<file path="config.mk">
export PLATFORM = sky130hd
export DESIGN_NAME = twb_ack_unit
export DESIGN_NICKNAME = d
export VERILOG_FILES = /design/src/rtl/twb_ack_unit.sv
export SDC_FILE = /design/constraint.sdc
export NUM_CORES = 1
export LEC_CHECK = 0
export BUFFER_PORTS_ARGS = -buffer_cell sky130_fd_sc_hd__buf_2
export CORE_AREA = 4 4 41 43
export CTS_CLUSTER_SIZE = 25
export DETAILED_ROUTE_END_ITERATION = 8
export DIE_AREA = 0 0 45 47
export PLACE_DENSITY = 0.59
export SLEW_MARGIN = 25
export SYNTH_ARGS = -nofsm -noshare
export SYNTH_HDL_FRONTEND = slang
export SYNTH_SLANG_ARGS = --single-unit
</file>
<file path="constraint.sdc">
create_clock -name clk -period 1.4 [get_ports clk]
set_clock_uncertainty 0.1 [all_clocks]
set_input_delay 0.07 -clock clk [delete_from_list [all_inputs] [get_ports clk]]
set_output_delay 0.07 -clock clk [all_outputs]
set_load 0.01 [all_outputs]
</file>
<file path="src/rtl/twb_ack_unit.sv">
module twb_ack_unit (
  input  logic       clk,
  input  logic       rst_n,
  input  logic       byte_done,
  input  logic [7:0] rx_byte,
  input  logic       addr_phase,
  input  logic       is_master,
  input  logic       is_rx,
  input  logic [7:0] own_addr,
  input  logic       ack_en,
  input  logic       bit9_win,
  input  logic       bus_stop,
  output logic       ack_dec,
  output logic       addressed,
  output logic       sda_low_req
);

  logic own_hit, bcast_hit, addr_ok, data_ok, ack_next;

  assign own_hit   = rx_byte[7:1] == own_addr[7:1];
  assign bcast_hit = (rx_byte == 8'h00) && own_addr[0];
  assign addr_ok   = !is_master && (own_hit || bcast_hit);
  assign data_ok   = is_rx && (is_master || addressed);
  assign ack_next  = ack_en && (addr_phase ? addr_ok : data_ok);

  always_ff @(posedge clk or negedge rst_n) begin
    if (!rst_n) begin
      ack_dec   <= 1'b0;
      addressed <= 1'b0;
    end else if (bus_stop) begin
      ack_dec   <= 1'b0;
      addressed <= 1'b0;
    end else if (byte_done) begin
      ack_dec <= ack_next;
      if (addr_phase && !is_master) addressed <= ack_next;
    end
  end

  assign sda_low_req = ack_dec && bit9_win;

endmodule

</file>
## Word-level counts from Yosys, hierarchy flattened

Cells that the tools add are included.

- Register bits after elaboration: 2
- Latch bits: 0
- Bits in writable memories: 0
- ROM bits: 0
- Logic and storage cells: 22
- Memories: 0

- Add/sub/neg operators: 0
- Multiply operators: 0
- Div/mod/pow operators: 0
- Order comparisons: 0
- Equality and inequality tests: 1
- Shift operators: 0
- Muxes and demuxes: 6
- Bitwise logic cells: 0
- Reductions and logical operators: 13

Operators by type and width:

| kind | number |
|---|---|
| 8-bit zero test | 1 |
| 7-bit == test | 1 |
| 1-bit logical AND | 6 |
| 1-bit 2-to-1 mux | 6 |
| 2-bit nonzero test | 2 |
| 1-bit logical OR | 2 |
| 2-bit AND reduction | 1 |
| 1-bit zero test | 1 |

## Logic depth before layout (Yosys ltp)

- Depth in word-level cells: 9
- Depth in mapped cells: 4

## Least setup slack after synthesis

Ideal clock, no wire load.

- Path type: input to register
- Start point: input port rx_byte[5]
- End point: register ack_dec
- Arrival: 1.146 ns
- Slack: 0.068 ns
- Stages: 4
- Path buffers: 0
- Path through: or4_4 -> nor4_4 -> a211oi_2 -> a211oi_2

- Longest elaborated chain between the ends: 8
- Elaborated cells on any way between the ends: 9
- Classes of those cells: eq/ne: 1; mux: 3; reduce/logical: 5

RTL lines:

| what | line | RTL |
|---|---|---|
| from (decl) | 5 | `input logic [7:0] rx_byte,` |
| 8-bit zero test | 21 | `assign bcast_hit = (rx_byte == 8'h00) && own_addr[0];` |
| 1-bit logical AND | 21 |  |
| 1-bit logical OR (*) | 22 | `assign addr_ok = !is_master && (own_hit \|\| bcast_hit);` |
| 1-bit logical AND (*) | 22 |  |
| 1-bit 2-to-1 mux (*) | 24 | `assign ack_next = ack_en && (addr_phase ? addr_ok : data_ok);` |
| 1-bit logical AND (*) | 24 |  |
| 1-bit 2-to-1 mux (*) | 33 | `end else if (byte_done) begin` |
| 1-bit 2-to-1 mux (*) | 30 | `end else if (bus_stop) begin` |
| to (signal assigned) | 34 | `ack_dec <= ack_next;` |
| to (decl) | 13 | `output logic ack_dec,` |

Mark *: on every way between the ends. The rest lies on a longest branch, timed or not. The select of a mux whose other input is x is not followed.
A chain may end at the register's enable or synchronous reset.

## Worst setup path in the final report

- Start point: register addressed
- End point: register ack_dec

- Longest elaborated chain between the ends: 6

RTL lines:

| what | line | RTL |
|---|---|---|
| from (decl) | 14 | `output logic addressed,` |
| from (signal assigned) | 35 | `if (addr_phase && !is_master) addressed <= ack_next;` |
| 1-bit logical OR | 23 | `assign data_ok = is_rx && (is_master \|\| addressed);` |
| 1-bit logical AND | 23 |  |
| 1-bit 2-to-1 mux | 24 |  |
| 1-bit logical AND | 24 |  |
| 1-bit 2-to-1 mux | 33 |  |
| 1-bit 2-to-1 mux | 30 |  |

Every way passes these cells. The select of a mux whose other input is x is not followed.

==> impl_metrics.py <==
metrics = {
    "status": {
        "status": "complete, no violations",
    },
    "logic_synthesis": {
        "synth.distinct_cells": 17,
        "yosysMostFrequentCell": "xor2_1",
        "synth_area_leaders": "xor2_1, dfrtp_1, a211oi_2, nor4_4, nand2b_1",
        "ys_ff_latch": 2,
        "yosysTopAreaCell": "xor2_1",
        "ys_seq_area_share_pct": 18.78,
        "synth_area_um2": 266.5,
        "synthTopCellsByCount": "xor2_1, nand2b_1",
        "synth_top_cell_area_share_pct": 23.00,
        "synth_async_sr_flop_share_pct": 100.0,
        "synth_area_per_cell_um2": 8.884,
        "synth_cells": 30,
        "synth_warnings": 0,
        "syn_nets": 55,
        "synth_ff_type": "dfrtp_1",
        "synth_edf_count": 0,
    },
    "power": {
        "comb_power_share_pct": 32.3,
        "p_switching_mw": 0.07304,
        "internal-power_mw": 0.2059,
        "power_frac_clock_pct": 46.8,
        "power_mw": 0.2790,
        "power.density_mw_per_mm2": 541.1,
        "sequentialPowerShare_pct": 21.0,
        "p_sw_share_pct": 26.18,
        "ir_worst_vdd_uv": 340.9,
        "p_leak_nw": 0.2766,
    },
    "clock_network": {
        "clk_latency_ns": 0.23,
        "clock_path_buffers": 2,
        "clockRootBuffer": "clkbuf_4",
        "clk_pin_slew_ns": 0.03,
        "post_cts.repair.setup_buffers": 0,
        "cts_tree": "done",
        "hold_buffers": 2,
        "cts_htree_levels": 1,
        "numCtsBuffers": 3,
        "clock_sinks": 2,
        "ctsResizeCount": 0,
    },
    "cells_and_area": {
        "final_nets": 96,
        "n_antenna_cell": 0,
        "post-route-util_pct": 39.62,
        "syn2layout_area_growth_pct": 93.43,
        "drive_above_1_share_pct": 59.42,
        "fin_area_um2": 515.5,
    },
    "floorplan": {
        "initial_core_util_pct": 20.48,
        "die_h_um": 47,
        "die_w_um": 45,
        "core_area_mm2": 0.001301,
        "io_pins": 28,
        "dieArea_mm2": 0.002115,
        "num_rows": 13,
    },
    "setup_path": {
        "r2r-end": "ack_dec$_DFFE_PN0P_",
        "critPathArrivalTime_ns": 1.30,
        "worst-path-max-fanout": 3,
        "critical_path_buf_inv_count": 0,
        "cp.required_ns": 1.44,
        "crit_top_cell": "a211oi_2",
        "path_delay_family": "compound AO/OA/AOI/OAI gates",
        "rr_startpoint": "addressed$_DFFE_PN0P_",
        "slowest_delay_ns": 0.37,
        "slowest_stage": "o41ai_1",
        "r2r_slack_ns": 0.14,
        "cp_cell_sequence": "nor2_1, o41ai_1, a211oi_2, a211oi_2",
        "critPathKind": "reg2reg",
        "crit_path_end_kind": "flip-flop",
        "startpoint_type": "flip-flop",
        "rr_worst_depth": 4,
    },
    "sta": {
        "min_period_ns": 1.258,
        "whs_ns": 0.05720,
        "final.period_utilization_pct": 89.86,
        "worst_slack_ns": 0.1419,
        "fmax_ghz": 0.7948,
        "tightest_slew_ns": 0.3605,
        "hold_violations": 0,
        "slew_headroom_pct": 75.65,
        "rsz0062_at_grt": "no",
        "drv_slew": 0,
        "setup_viol": 0,
    },
    "routing": {
        "dr.pass1.iters": 4,
        "postRouteAntennaNets": 0,
        "routedWlPerCell_um": 10.13,
        "drc_errors": 0,
        "vias": 367,
        "drt_iter0_drc": 1,
        "drt-vias-per-instance": 4.369,
        "routed_wl_um": 851,
    },
    "global_route": {
        "grt_pass1_vias": 334,
        "grt_max_degree": 4,
        "overflow": 0,
        "grt_use_total_pct": 9.148,
        "antenna_found_initial": 0,
        "grt_pass1_wl_um": 1283,
    },
    "placed_design": {
        "post_dp_cell_area_um2": 473.0,
        "dpl_worst_slack_ns": -0.08857,
        "hpwlAfterDp_um": 747.9,
        "io_buffers": 27,
        "gp_congestion": 0.6652,
    },
    "hold_path": {
        "hp-class": "in2async",
    },
    "job": {
        "maxCapViolations": 0,
    },
}
-- power by group through the flow --
| stage | sequential [mW] | combinational [mW] | clock [mW] |
|---|---|---|---|
| 6_report | 0.0585 | 0.0900 | 0.130 |
| 3_5_place_dp | 0.0591 | 0.0863 | 0 |
| 5_1_grt | 0.0584 | 0.0998 | 0.145 |
| 4_1_cts | 0.0584 | 0.0912 | 0.134 |
| 2_1_floorplan | 0.0591 | 0.0289 | 0 |
| 3_3_place_gp | 0.0591 | 0.0851 | 0 |
-- area by class of cell --
class / count / area, um2
Fill cell: 142 / 785.8
Tap cell: 15 / 18.77
Inverter: 2 / 7.507
Clock buffer: 3 / 22.52
Multi-Input combinational cell: 26 / 209.0
Sequential cell: 2 / 50.05
Timing Repair Buffer: 36 / 207.7
-- layer usage --
layer,wire [um],up-vias,GRT usage (%)
li1,-,188,-
met1,316,156,9.729
met2,416,20,13.56
met3,96,3,2.682
met4,21,0,10.53
met5,0,-,0
-- worst max path at each step --
stage / startpoint / to / depth (start not counted)
6_report: addressed$_DFFE_PN0P_ / ack_dec$_DFFE_PN0P_ / 4
5_1_grt: addressed$_DFFE_PN0P_ / ack_dec$_DFFE_PN0P_ / 4
2_1_floorplan: rx_byte[5] / ack_dec$_DFFE_PN0P_ / 4
3_5_place_dp: rx_byte[5] / ack_dec$_DFFE_PN0P_ / 5
4_1_cts: addressed$_DFFE_PN0P_ / ack_dec$_DFFE_PN0P_ / 4
3_3_place_gp: rx_byte[5] / ack_dec$_DFFE_PN0P_ / 5
-- registers in the layout (all words and copies together), names as in the netlist --
| signal | flops |
|---|---|
| ack_dec | 1 |
| addressed | 1 |
-- cell usage in the layout (no fill, tap or decap) --
master	instances
nor2_1	1
nand3_1	1
xor2_1	7
o41ai_1	1
nor4_4	1
a32oi_1	1
nand3b_1	1
buf_4	7
nand2b_1	3
nand2_1	2
dlygate4sd3_1	2
or4_4	1
dfrtp_1	2
and2_1	1
buf_2	27
inv_1	2
or3_1	1
nor4_1	2
a211oi_2	2
clkbuf_4	3
nor3_1	1
-- metrics by stage --
| stage | TNS [ns] | std cells |
|---|---|---|
| floorplan | 0 | 30 |
| global placement | -0.1227 | 79 |
| detailed placement | -0.1599 | 79 |
| CTS | 0 | 84 |
| global route | 0 | 84 |
| finish | 0 | 84 |
-- logic make-up (layout without fill, tap and decap cells) --
| group | count (synthesis) | count (layout) | share of synthesized area, % |
|---|---|---|---|
| xor gates and xnor gates | 7 | 7 | 23.01 |
| DFF | 2 | 2 | 18.78 |
| buffers and inverters | 2 | 41 | 2.818 |
| and+or+nand+nor | 15 | 15 | 39.44 |
| AOI/OAI and AO/OA | 4 | 4 | 15.96 |
Note: power is estimated with default switching activity, not from simulation.
